`src/rtl/ovf_alu_pkg.sv`:
```
package ovf_alu_pkg;

    localparam logic [3:0] OPC_SET = 4'h1;
    localparam logic [3:0] OPC_ADD = 4'h2;
    localparam logic [3:0] OPC_SUB = 4'h3;
    localparam logic [3:0] OPC_MUL = 4'h4;
    localparam logic [3:0] OPC_DIV = 4'h5;
    localparam logic [3:0] OPC_MOD = 4'h6;
    localparam logic [3:0] OPC_SHL = 4'h7;
    localparam logic [3:0] OPC_SHR = 4'h8;
    localparam logic [3:0] OPC_AND = 4'h9;
    localparam logic [3:0] OPC_BOR = 4'ha;
    localparam logic [3:0] OPC_XOR = 4'hb;

    // Which execution unit serves an opcode
    typedef enum logic [1:0] {
        CLS_NONE,
        CLS_COMB,
        CLS_MUL,
        CLS_DIV
    } op_cls_e;

    typedef struct packed {
        op_cls_e cls;
        logic    res_we;
        logic    o_we;
    } op_ctl_t;

    typedef enum logic {
        ST_IDLE,
        ST_WAIT
    } alu_st_e;

    function automatic op_ctl_t decode_op(input logic [3:0] opc);
        op_ctl_t c;
        c.cls    = CLS_NONE;
        c.res_we = 1'b0;
        c.o_we   = 1'b0;
        case (opc)
            OPC_SET, OPC_AND, OPC_BOR, OPC_XOR: begin
                c.cls = CLS_COMB; c.res_we = 1'b1;
            end
            OPC_ADD, OPC_SUB, OPC_SHL, OPC_SHR: begin
                c.cls = CLS_COMB; c.res_we = 1'b1; c.o_we = 1'b1;
            end
            OPC_MUL: begin
                c.cls = CLS_MUL; c.res_we = 1'b1; c.o_we = 1'b1;
            end
            OPC_DIV: begin
                c.cls = CLS_DIV; c.res_we = 1'b1; c.o_we = 1'b1;
            end
            OPC_MOD: begin
                c.cls = CLS_DIV; c.res_we = 1'b1;
            end
            default: ;
        endcase
        return c;
    endfunction

endpackage

```
`src/rtl/ovf_alu_comb.sv`:
```
module ovf_alu_comb
    import ovf_alu_pkg::*;
#(
    parameter int W = 16
) (
    input  logic [3:0]   opc,
    input  logic [W-1:0] a,
    input  logic [W-1:0] b,
    output logic [W-1:0] res,
    output logic [W-1:0] ov
);
    localparam int         AW    = $clog2(2 * W);
    localparam logic [W:0] SHLIM = (W + 1)'(2 * W);

    logic [W:0]     sum;
    logic [W:0]     dif;
    logic [2*W-1:0] wl;
    logic [2*W-1:0] wr;
    logic [AW-1:0]  amt;
    logic           big;

    assign sum = {1'b0, a} + {1'b0, b};
    assign dif = {1'b0, a} - {1'b0, b};
    assign big = ({1'b0, b} >= SHLIM);
    assign amt = b[AW-1:0];
    assign wl  = {{W{1'b0}}, a} << amt;
    assign wr  = {a, {W{1'b0}}} >> amt;

    always_comb begin
        res = '0;
        ov  = '0;
        case (opc)
            OPC_SET: res = b;
            OPC_ADD: begin
                res = sum[W-1:0];
                ov  = {{(W-1){1'b0}}, sum[W]};
            end
            OPC_SUB: begin
                res = dif[W-1:0];
                ov  = {W{dif[W]}};
            end
            OPC_SHL: begin
                if (!big) begin
                    res = wl[W-1:0];
                    ov  = wl[2*W-1:W];
                end
            end
            OPC_SHR: begin
                if (!big) begin
                    res = wr[2*W-1:W];
                    ov  = wr[W-1:0];
                end
            end
            OPC_AND: res = a & b;
            OPC_BOR: res = a | b;
            OPC_XOR: res = a ^ b;
            default: ;
        endcase
    end

endmodule

```
`src/rtl/ovf_alu_mul.sv`:
```
module ovf_alu_mul #(
    parameter int W = 16
) (
    input  logic           clk,
    input  logic           rst,
    input  logic           go,
    input  logic [W-1:0]   a,
    input  logic [W-1:0]   b,
    output logic           fin,
    output logic [2*W-1:0] prod
);
    localparam int CW = $clog2(W) + 1;

    logic [2*W-1:0] mcand;
    logic [W-1:0]   mplier;
    logic [CW-1:0]  cnt;
    logic           run;

    always_ff @(posedge clk) begin
        if (rst) begin
            prod   <= '0;
            mcand  <= '0;
            mplier <= '0;
            cnt    <= '0;
            run    <= 1'b0;
            fin    <= 1'b0;
        end else begin
            fin <= 1'b0;
            if (go) begin
                prod   <= '0;
                mcand  <= {{W{1'b0}}, a};
                mplier <= b;
                cnt    <= '0;
                run    <= 1'b1;
            end else if (run) begin
                if (mplier[0]) prod <= prod + mcand;
                mcand  <= mcand << 1;
                mplier <= mplier >> 1;
                cnt    <= cnt + 1'b1;
                if (cnt == CW'(W - 1)) begin
                    run <= 1'b0;
                    fin <= 1'b1;
                end
            end
        end
    end

    // a running multiply either continues or completes
    p_mul_progress_r4: assert property (@(posedge clk) disable iff (rst)
        run |=> (run || fin));
    p_mul_fin_idle_r4: assert property (@(posedge clk) disable iff (rst)
        fin |-> !run);

endmodule

```
`src/rtl/ovf_alu_div.sv`:
```
module ovf_alu_div #(
    parameter int W = 16
) (
    input  logic         clk,
    input  logic         rst,
    input  logic         go,
    input  logic [W-1:0] a,
    input  logic [W-1:0] b,
    output logic         fin,
    output logic [W-1:0] quot,
    output logic [W-1:0] frac,
    output logic [W-1:0] modr
);
    localparam int CW = $clog2(2 * W) + 1;

    logic [W-1:0]   rem;
    logic [W-1:0]   b_q;
    logic [2*W-1:0] dvd;
    logic [2*W-1:0] quo;
    logic [CW-1:0]  cnt;
    logic           run;
    logic [W:0]     trial;
    logic [W:0]     rnext;
    logic           ge;

    // One restoring step on the dividend a*2^W
    assign trial = {rem, dvd[2*W-1]};
    assign ge    = (trial >= {1'b0, b_q});
    assign rnext = ge ? (trial - {1'b0, b_q}) : trial;
    assign quot  = quo[2*W-1:W];
    assign frac  = quo[W-1:0];

    always_ff @(posedge clk) begin
        if (rst) begin
            rem  <= '0;
            b_q  <= '0;
            dvd  <= '0;
            quo  <= '0;
            modr <= '0;
            cnt  <= '0;
            run  <= 1'b0;
            fin  <= 1'b0;
        end else begin
            fin <= 1'b0;
            if (go) begin
                rem <= '0;
                b_q <= b;
                dvd <= {a, {W{1'b0}}};
                quo <= '0;
                cnt <= '0;
                run <= 1'b1;
            end else if (run) begin
                rem <= rnext[W-1:0];
                dvd <= dvd << 1;
                quo <= {quo[2*W-2:0], ge};
                cnt <= cnt + 1'b1;
                if (cnt == CW'(W - 1)) modr <= rnext[W-1:0];
                if (cnt == CW'(2 * W - 1)) begin
                    run <= 1'b0;
                    fin <= 1'b1;
                end
            end
        end
    end

    // a running division either continues or completes
    p_div_progress_r5: assert property (@(posedge clk) disable iff (rst)
        run |=> (run || fin));
    p_div_fin_idle_r5: assert property (@(posedge clk) disable iff (rst)
        fin |-> !run);

endmodule

```
`src/rtl/ovf_alu.sv`:
```
module ovf_alu
    import ovf_alu_pkg::*;
#(
    parameter int W = 16
) (
    input  logic         clk,
    input  logic         rst,
    input  logic         start,
    input  logic [3:0]   opcode,
    input  logic [W-1:0] opa,
    input  logic [W-1:0] opb,
    output logic [W-1:0] result,
    output logic [W-1:0] ovf_val,
    output logic         ovf_we,
    output logic         res_we,
    output logic         done
);
    localparam logic [W:0] SHLIM = (W + 1)'(2 * W);

    alu_st_e        st;
    op_ctl_t        ctl;
    op_ctl_t        ctl_q;
    logic [3:0]     op_q;
    logic [W-1:0]   b_q;
    logic           accept;
    logic           mul_go;
    logic           div_go;
    logic           mul_fin;
    logic           div_fin;
    logic [W-1:0]   c_res;
    logic [W-1:0]   c_ov;
    logic [2*W-1:0] prod;
    logic [W-1:0]   quot;
    logic [W-1:0]   frac;
    logic [W-1:0]   modr;

    assign ctl    = decode_op(opcode);
    assign accept = start && (st == ST_IDLE);
    assign mul_go = accept && (ctl.cls == CLS_MUL);
    assign div_go = accept && (ctl.cls == CLS_DIV);

    ovf_alu_comb #(.W(W)) u_comb (
        .opc (opcode),
        .a   (opa),
        .b   (opb),
        .res (c_res),
        .ov  (c_ov)
    );

    ovf_alu_mul #(.W(W)) u_mul (
        .clk  (clk),
        .rst  (rst),
        .go   (mul_go),
        .a    (opa),
        .b    (opb),
        .fin  (mul_fin),
        .prod (prod)
    );

    ovf_alu_div #(.W(W)) u_div (
        .clk  (clk),
        .rst  (rst),
        .go   (div_go),
        .a    (opa),
        .b    (opb),
        .fin  (div_fin),
        .quot (quot),
        .frac (frac),
        .modr (modr)
    );

    always_ff @(posedge clk) begin
        if (rst) begin
            st      <= ST_IDLE;
            ctl_q   <= '0;
            op_q    <= '0;
            b_q     <= '0;
            result  <= '0;
            ovf_val <= '0;
            ovf_we  <= 1'b0;
            res_we  <= 1'b0;
            done    <= 1'b0;
        end else begin
            done   <= 1'b0;
            ovf_we <= 1'b0;
            res_we <= 1'b0;
            if (accept) begin
                ctl_q <= ctl;
                op_q  <= opcode;
                b_q   <= opb;
                case (ctl.cls)
                    CLS_COMB: begin
                        result  <= c_res;
                        ovf_val <= c_ov;
                        res_we  <= ctl.res_we;
                        ovf_we  <= ctl.o_we;
                        done    <= 1'b1;
                    end
                    CLS_MUL, CLS_DIV: st <= ST_WAIT;
                    default: done <= 1'b1;
                endcase
            end else if (st == ST_WAIT && (mul_fin || div_fin)) begin
                st     <= ST_IDLE;
                done   <= 1'b1;
                res_we <= ctl_q.res_we;
                ovf_we <= ctl_q.o_we;
                if (ctl_q.cls == CLS_MUL) begin
                    result  <= prod[W-1:0];
                    ovf_val <= prod[2*W-1:W];
                end else if (b_q == '0) begin
                    result  <= '0;
                    ovf_val <= '0;
                end else if (op_q == OPC_DIV) begin
                    result  <= quot;
                    ovf_val <= frac;
                end else begin
                    result  <= modr;
                    ovf_val <= '0;
                end
            end
        end
    end

    // write enables only accompany the done pulse
    p_we_in_done_r11: assert property (@(posedge clk) disable iff (rst)
        (ovf_we || res_we) |-> done);
    // done only follows an accepted start or the end of a wait
    p_done_cause_r11: assert property (@(posedge clk) disable iff (rst)
        done |-> ($past(accept) || ($past(st == ST_WAIT) && st == ST_IDLE)));
    // outputs hold between completions
    p_hold_r12: assert property (@(posedge clk) disable iff (rst)
        !done |-> ($stable(result) && $stable(ovf_val)));
    // add overflow word is only ever 0 or 1
    p_add_ovf_r2: assert property (@(posedge clk) disable iff (rst)
        (done && op_q == OPC_ADD) |-> (ovf_val <= W'(1)));
    // subtract overflow word is all zeros or all ones
    p_sub_ovf_r3: assert property (@(posedge clk) disable iff (rst)
        (done && op_q == OPC_SUB) |-> (ovf_val == '0 || ovf_val == '1));
    // divide by zero clears both outputs
    p_div_zero_r5: assert property (@(posedge clk) disable iff (rst)
        (done && op_q == OPC_DIV && b_q == '0) |-> (result == '0 && ovf_val == '0));
    // oversized shift amounts clear both outputs
    p_big_shift_r9: assert property (@(posedge clk) disable iff (rst)
        (done && (op_q == OPC_SHL || op_q == OPC_SHR) && {1'b0, b_q} >= SHLIM)
        |-> (result == '0 && ovf_val == '0));

endmodule

```
`config.mk`:
```
export PLATFORM = sky130hd
export DESIGN_NAME = ovf_alu
export DESIGN_NICKNAME = d
export VERILOG_FILES = /design/src/rtl/ovf_alu_pkg.sv /design/src/rtl/ovf_alu_comb.sv /design/src/rtl/ovf_alu_mul.sv /design/src/rtl/ovf_alu_div.sv /design/src/rtl/ovf_alu.sv
export SDC_FILE = /design/constraint.sdc
export NUM_CORES = 1
export LEC_CHECK = 0
export BUFFER_PORTS_ARGS = -buffer_cell sky130_fd_sc_hd__buf_2
export CAP_MARGIN = 5
export CORE_ASPECT_RATIO = 0.8
export CORE_MARGIN = 2
export CORE_UTILIZATION = 50
export DETAILED_ROUTE_END_ITERATION = 10
export PLACE_DENSITY_LB_ADDON = 0.05
export SETUP_SLACK_MARGIN = 0.2
export SYNTH_ARGS = -nofsm -noshare
export SYNTH_HDL_FRONTEND = slang
export SYNTH_SLANG_ARGS = --single-unit
```
`constraint.sdc`:
```
create_clock -name clk -period 7.55 [get_ports clk]
set_input_delay 0.3775 -clock clk [delete_from_list [all_inputs] [get_ports clk]]
set_output_delay 0.3775 -clock clk [all_outputs]
set_load 0.1 [all_outputs]
```
==> run_results.csv, run 1 <==
group,metric,value,unit
placement,port_buffers,73,
floorplan,die_w,209,microns
routing,drc_violations_left,0,
global_routing,total_congestion_overflow_after_global_routing,0,
logic_synthesis,synthFlopType,"sky130_fd_sc_hd__dfxtp_1",
run,drv.max_cap_violation_count,0,
layout,layout.cells.most_common,"sky130_fd_sc_hd__nor2_1",
run_status,outcome,"finished, final reports clean",
critical_path,timing_worst_setup_path_type,"in2reg",
logic_synthesis,syn-cell-area,16800,sq um
timing,grt_setup_unrepaired,"no",
clock_tree,cts_tree,"done",
timing,relSlewSlack,27.2,%
routing,antenna_violating_nets_post_route,0,
critical_path,worstSetupEndpointType,"flip-flop",
clock_tree,clock_tree.buffer_depth,3,
power,irDropWorstVdd,0.188,mV
timing,timing_hold_violations_final,0,
placement,place_congestion,0.989,
critical_path,r2r_start,"u_div.b_q[1]",
routing,route.final.wire_length,59500,microns
timing,worst-slew-pin-transition,1.09,ns
clock_tree,cts_made_buffers,28,
routing,detail_route.first_pass.iterations,5,
logic_synthesis,postSynthNetCount,2324,
critical_path,critical_path_top_delay_cell,"sky130_fd_sc_hd__ha_1",
logic_synthesis,yosys_warnings,0,
clock_tree,clock_tree.htree_level_count,1,
timing,timing.clock.skew,0.0202,ns
critical_path,timing.critical_path.arrival,4.41,ns
floorplan,floorplan.io_pins,74,
clock_tree,cts.reportedPaths.clkPinSlew,0.07,ns
global_routing,antenna_found_initial,0,
routing,wl_per_cell,22.9,microns
logic_synthesis,syn_inst,2179,
floorplan,die_height,168,microns
layout,final_cell_count_no_fill,2598,
critical_path,crit_fanout,54,
logic_synthesis,number_of_storage_elements_in_the_synthesis_netlist,251,
timing,layout_min_cycle_time,3.97,ns
logic_synthesis,syn_avg_cell_area,7.69,sq um
timing,timing.final.max_slew_violations,0,
critical_path,critPathLaunchType,"primary input",
layout,n_fill_cell,3181,
clock_tree,cts_hold_repair.buffers,0,
power,power_per_unit_of_standard_cell_area,196,nW/um^2
floorplan,floorplan.die_area,35000,sq um
critical_path,crit_path_cell_trace,"buf_2 > buf_4 > inv_1 > ha_1 > o21ai_1 > nor2_1 > or2_1 > o311a_1 > a311o_1 > a21oi_1 > o21bai_1 > a221o_1 > a2111oi_2 > nor4_1",
routing,detailedRoute.firstIterationViolations,1684,
worst_hold_path,startpoint_of_the_worst_hold_path,"opb[9]",
layout,flow.area_growth_from_synthesis,9.02,%
floorplan,std_cell_rows,59,
global_routing,first_global_vias,15300,
timing,tns,0,ns
global_routing,grt_util_all_layers,33.5,%
clock_tree,cts_setup_buffers,0,
routing,post_drt_via_cell_ratio,6.29,
logic_synthesis,netlist-cell-type-count,75,
timing,fmax,0.252,GHz
layout,layout_common_cells,"sky130_fd_sc_hd__nor2_1 (291), sky130_fd_sc_hd__dfxtp_1 (249), sky130_fd_sc_hd__nand2_1 (234)",
routing,dr_total_vias,16300,
power,leakagePower,0.00699,uW
placement,dp.final_hpwl,42400,microns
floorplan,floorplan.initialDensity,51.1,%
timing,fin_crit_sh,52.6,%
clock_tree,worstSkewPairLatency,0.60,ns
layout,drive_gt1_share,8.15,%
critical_path,critical_path_required,7.99,ns
floorplan,core_region_area,32800,sq um
placement,place.detailed.instances,2546,
clock_tree,post_cts_resized,0,
global_routing,grt_start_max_net_pins,77,
logic_synthesis,synth-seq-area-share,30.0,%
logic_synthesis,synth-edff-count,0,
global_routing,grt_first_pass_wirelength,91600,microns
worst_hold_path,path_type_of_the_worst_min_delay_path,"in2reg",
logic_synthesis,synth-async-reset-ratio,0,%
clock_tree,clock-root-buffer,"sky130_fd_sc_hd__clkbuf_16",
layout,antenna-diode-count,0,
clock_tree,cts_sink_cnt,251,
critical_path,crit_path_start,"opb[2]",
timing,finalSetupViolations,0,
layout,fin_nets,2294,
critical_path,cpPeakStageDelay,0.58,ns
## sequential cells by signal, indices dropped and copies added, names as in the netlist, 4 cells and up
register	cells
b_q	16
ctl_q	4
op_q	4
ovf_val	16
result	16
u_div.b_q	16
u_div.cnt	6
u_div.dvd	16
u_div.modr	16
u_div.quo	32
u_div.rem	16
u_mul.cnt	5
u_mul.mcand	32
u_mul.mplier	16
u_mul.prod	32
## cell families (layout without fill, tap and decap cells)
group	after synthesis	after routing	synth area share, %
compound gates	658	658	25.2
xor+xnor	46	46	2.40
fa+ha+maj	106	106	8.09
buf+inv	237	229	5.38
flops	251	251	30.0
mux	172	172	10.6
simple gates	709	709	18.3
## per-stage QoR
step / hold slack, ns / worst slack (ns) / utilization, % / area, sq um / power [uW]
final: 0.142 / 3.58 / 55.7 / 18300 / 3570
after detailed placement: 0.443 / 3.06 / 52.8 / 17300 / 2130
after floorplan: 0.431 / 3.73 / - / 16800 / 1940
after global placement: 0.444 / 3.08 / 52.8 / 17300 / 2130
after global routing: 0.137 / 3.28 / 55.7 / 18300 / 3700
after CTS: 0.130 / 3.65 / 55.7 / 18300 / 3570
## worst paths after layout
path | end | slack, ns | cells past startpoint
setup reg to reg | u_div.modr[1] | 3.79 | 12
hold / removal | b_q[9] | 0.14 | 3
hold reg to reg | ctl_q[3] | 0.45 | 2
setup / recovery | result[11] | 3.58 | 14
## power by group
group	switching (uW)	internal, uW
combinational	508	228
clock	611	835
sequential	30.8	1360
total	1150	2420
## worst max-delay path: cells and delay by family
| kind | cells | cell delay, ns |
|---|---|---|
| AND/OR/NAND/NOR | 3 | 0.38 |
| adder cells (fa/ha/maj) | 1 | 0.58 |
| AO/OA/AOI/OAI | 7 | 1.98 |
| buffers and inverters | 3 | 1.08 |
## area by class of cell
type | count | area, sq um | area share, %
multi-input cells | 1691 | 10900 | 59.5
flip-flops and latches | 251 | 5030 | 27.5
clock buffers | 40 | 827 | 4.53
repair buffers | 101 | 578 | 3.16
well taps | 427 | 534 | 2.92
inverters | 76 | 285 | 1.56
clock inverters | 12 | 143 | 0.781
## synth_stat cells (all sizes together) (8+ instances only)
cell type | number | share of area, %
buf | 32 | 0.79
nand3 | 34 | 1.0
nor3 | 32 | 0.96
nor2b | 16 | 0.60
mux2i | 160 | 9.6
and3 | 10 | 0.37
o21bai | 14 | 0.63
o21ai | 120 | 3.6
a21o | 23 | 1.0
nand4 | 11 | 0.41
o211ai | 15 | 0.67
nand3b | 8 | 0.36
a22oi | 20 | 0.90
clkbuf | 129 | 2.9
a211oi | 102 | 4.6
nand2b | 20 | 0.75
xnor2 | 31 | 1.6
o22ai | 20 | 0.75
dfxtp | 251 | 30
or3 | 11 | 0.41
nand2 | 234 | 5.2
a31oi | 14 | 0.52
inv | 76 | 1.7
a221oi | 21 | 1.1
ha | 102 | 7.6
a22o | 13 | 0.68
mux2 | 8 | 0.54
o31ai | 9 | 0.40
o21a | 13 | 0.58
nor2 | 292 | 6.6
xor2 | 15 | 0.78
a21oi | 217 | 6.5
nor4 | 22 | 0.82
## routing by layer
metal | vias up | part of all wire, % | track usage [%] | wire length, microns
li1 | 7760 | - | - | -
met1 | 7791 | 47 | 48.4 | 27700
met2 | 671 | 42 | 49.9 | 24700
met3 | 121 | 7.9 | 5.51 | 4690
met4 | 0 | 4.0 | 12.6 | 2370
met5 | - | 0 | 0 | 0
Note: power is estimated with default switching activity, not from simulation.
==> run 2, diff against run 1 <==
- clock period: 7.55 -> 3.92 ns (I/O delays scaled with it)
==> run_results.csv, run 2 (synthesized netlist as in run 1, its figures left out) <==
group,metric,value,unit
global_routing,grtUsageMet1,48.9,%
timing,layout_min_cycle_time,3.38,ns
clock_tree,cts_sink_cnt,251,
layout,largest_registers,"u_div.quo x32, u_mul.mcand x32, u_mul.prod x32",
clock_tree,clock_tree.htree_level_count,1,
global_routing,first_global_vias,15200,
placement,place_ws,0.446,ns
critical_path,timing.critical_path.arrival,3.86,ns
critical_path,critPathLaunchType,"flip-flop",
critical_path,timing_worst_setup_path_type,"reg2reg",
critical_path,critical_path_required,4.40,ns
power,p_comb_share,20.8,%
clock_tree,cts_tree,"done",
timing,worst-slew-pin-transition,1.15,ns
floorplan,die_height,168,microns
power,power_per_unit_of_standard_cell_area,376,nW/um^2
critical_path,crit_path_cell_trace,"ha_1 > inv_1 > fa_1 > nand2b_1 > a21oi_1 > o2111ai_1 > nand2_1 > a221oi_1 > o31ai_1 > a21oi_1 > o21ai_1 > xnor2_1 > o31ai_1",
placement,place_congestion,0.975,
layout,finalCoreUtilization,56.7,%
power,switching_share,31.6,%
floorplan,floorplan.io_pins,74,
clock_tree,cts.reportedPaths.clkPinSlew,0.06,ns
floorplan,die_w,209,microns
timing,fin_crit_sh,86.3,%
power,power.total,6980,uW
worst_hold_path,path_type_of_the_worst_min_delay_path,"in2reg",
global_routing,total_congestion_overflow_after_global_routing,0,
critical_path,cpPeakStageDelay,0.63,ns
clock_tree,post_cts_resized,0,
placement,port_buffers,73,
critical_path,critical_path_buf_inv_count,1,
critical_path,critical_path.top_delay_family,"compound AO/OA/AOI/OAI gates",
routing,detail_route.first_pass.iterations,6,
power,seq_power_share,38.3,%
clock_tree,cts_made_buffers,27,
global_routing,global_route.usage.met2,49.3,%
timing,fmax,0.296,GHz
power,irDropWorstVdd,0.311,mV
global_routing,grt_util_all_layers,33.5,%
critical_path,worstSetupEndpointType,"flip-flop",
run,drv.max_cap_violation_count,0,
power,sw_power,2210,uW
critical_path,crit_fanout,5,
global_routing,grt_start_max_net_pins,82,
layout,layout.cells.most_common,"sky130_fd_sc_hd__nor2_1",
floorplan,core_region_area,32800,sq um
timing,timing.final.max_slew_violations,0,
routing,post_drt_via_cell_ratio,6.23,
global_routing,grt_first_pass_wirelength,91500,microns
floorplan,floorplan.die_area,35000,sq um
layout,layout_common_cells,"sky130_fd_sc_hd__nor2_1 (291), sky130_fd_sc_hd__dfxtp_1 (249), sky130_fd_sc_hd__nand2_1 (234)",
clock_tree,worstSkewPairLatency,0.59,ns
timing,timing.clock.skew,0.0208,ns
power,leakagePower,0.00715,uW
timing,relSlewSlack,22.9,%
layout,drive_gt1_share,9.12,%
timing,finalSetupViolations,0,
layout,fin_nets,2328,
power,power_frac_clock,40.8,%
run_status,outcome,"finished, final reports clean",
floorplan,std_cell_rows,59,
critical_path,critical_path_top_delay_cell,"sky130_fd_sc_hd__o31ai_1",
routing,route.final.wire_length,59800,microns
global_routing,antenna_found_initial,0,
timing,tns,0,ns
global_routing,grt_util_met3,6.86,%
layout,n_fill_cell,3168,
routing,drc_violations_left,0,
timing,grt_setup_unrepaired,"no",
routing,antenna_violating_nets_post_route,0,
routing,wl_per_cell,22.7,microns
timing,whs,0.0260,ns
clock_tree,clock-root-buffer,"sky130_fd_sc_hd__clkbuf_16",
layout,antenna-diode-count,0,
floorplan,floorplan.initialDensity,51.1,%
placement,dp.final_hpwl,43400,microns
clock_tree,clock_tree.buffer_depth,3,
timing,setup_ws,0.538,ns
routing,dr_total_vias,16400,
global_routing,grt_busiest_layer,"met2",
timing,timing_hold_violations_final,0,
routing,detailedRoute.firstIterationViolations,1810,
power,cell_internal_pwr,4770,uW
layout,flow.area_growth_from_synthesis,10.8,%
run 2: cell count changes in the layout (fill, tap and decap cells not counted), moves of 2 or more:
cell,delta
sky130_fd_sc_hd__buf_4,+23
sky130_fd_sc_hd__bufinv_16,+2
sky130_fd_sc_hd__clkbuf_1,-3
sky130_fd_sc_hd__clkbuf_16,-2
sky130_fd_sc_hd__clkbuf_8,+2
sky130_fd_sc_hd__clkinv_2,-2
sky130_fd_sc_hd__clkinvlp_4,+2
sky130_fd_sc_hd__dlygate4sd3_1,+12
sky130_fd_sc_hd__inv_6,-2
run 2: final timing paths:
| path | startpoint | end | slack, ns | depth (start not counted) |
|---|---|---|---|---|
| min reg2reg | b_q[0] | b_q[0] | 0.45 | 2 |
| max | u_mul.mcand[0] | u_mul.prod[30] | 0.54 | 13 |
| max reg2reg | u_mul.mcand[0] | u_mul.prod[30] | 0.54 | 13 |
| min | opa[2] | u_div.dvd[18] | 0.03 | 3 |
run 2: final cells by class:
type                            instances  area (sq um)  share of cell area, %
Timing Repair Buffer                  136           871                   4.69
Clock inverter                         13           189                   1.02
Inverter                               76           285                   1.54
Clock buffer                           37           793                   4.27
Tap cell                              427           534                   2.88
Sequential cell                       251          5030                   27.1
Multi-Input combinational cell       1691         10900                   58.5
run 2: stage by stage:
step	instances	instance area, sq um
final	2631	18600
after global placement	2569	17500
after CTS	2631	18600
after floorplan	2179	16800
after detailed placement	2569	17500
after global routing	2631	18600
run 2: worst min-delay path: stages:
cell and delay (ns):
sky130_fd_sc_hd__buf_2 0.18, sky130_fd_sc_hd__nor2_1 0.13, sky130_fd_sc_hd__a211oi_1 0.05
run 2: repair_timing:
action | 4_1_cts | 5_1_grt
hold buffers | 12 | 0
buffers inserted | 0 | 0
endpoints found under the hold margin | 22 | 0
run 2: per-layer routing:
metal  up-vias  part of all wire [%]
li1       7824                     -
met1      7730                    46
met2       734                    41
met3       114                   9.4
met4         0                   3.3
met5         -                     0
run 2: power groups by stage:
stage               Clock (uW)  Sequential (uW)  Combinational [uW]
floorplan                    0             2860                 875
finish                    2850             2680                1450
detailed placement           0             2730                1400
global route              2980             2680                1560
global placement             0             2730                1410
CTS                       2890             2670                1420
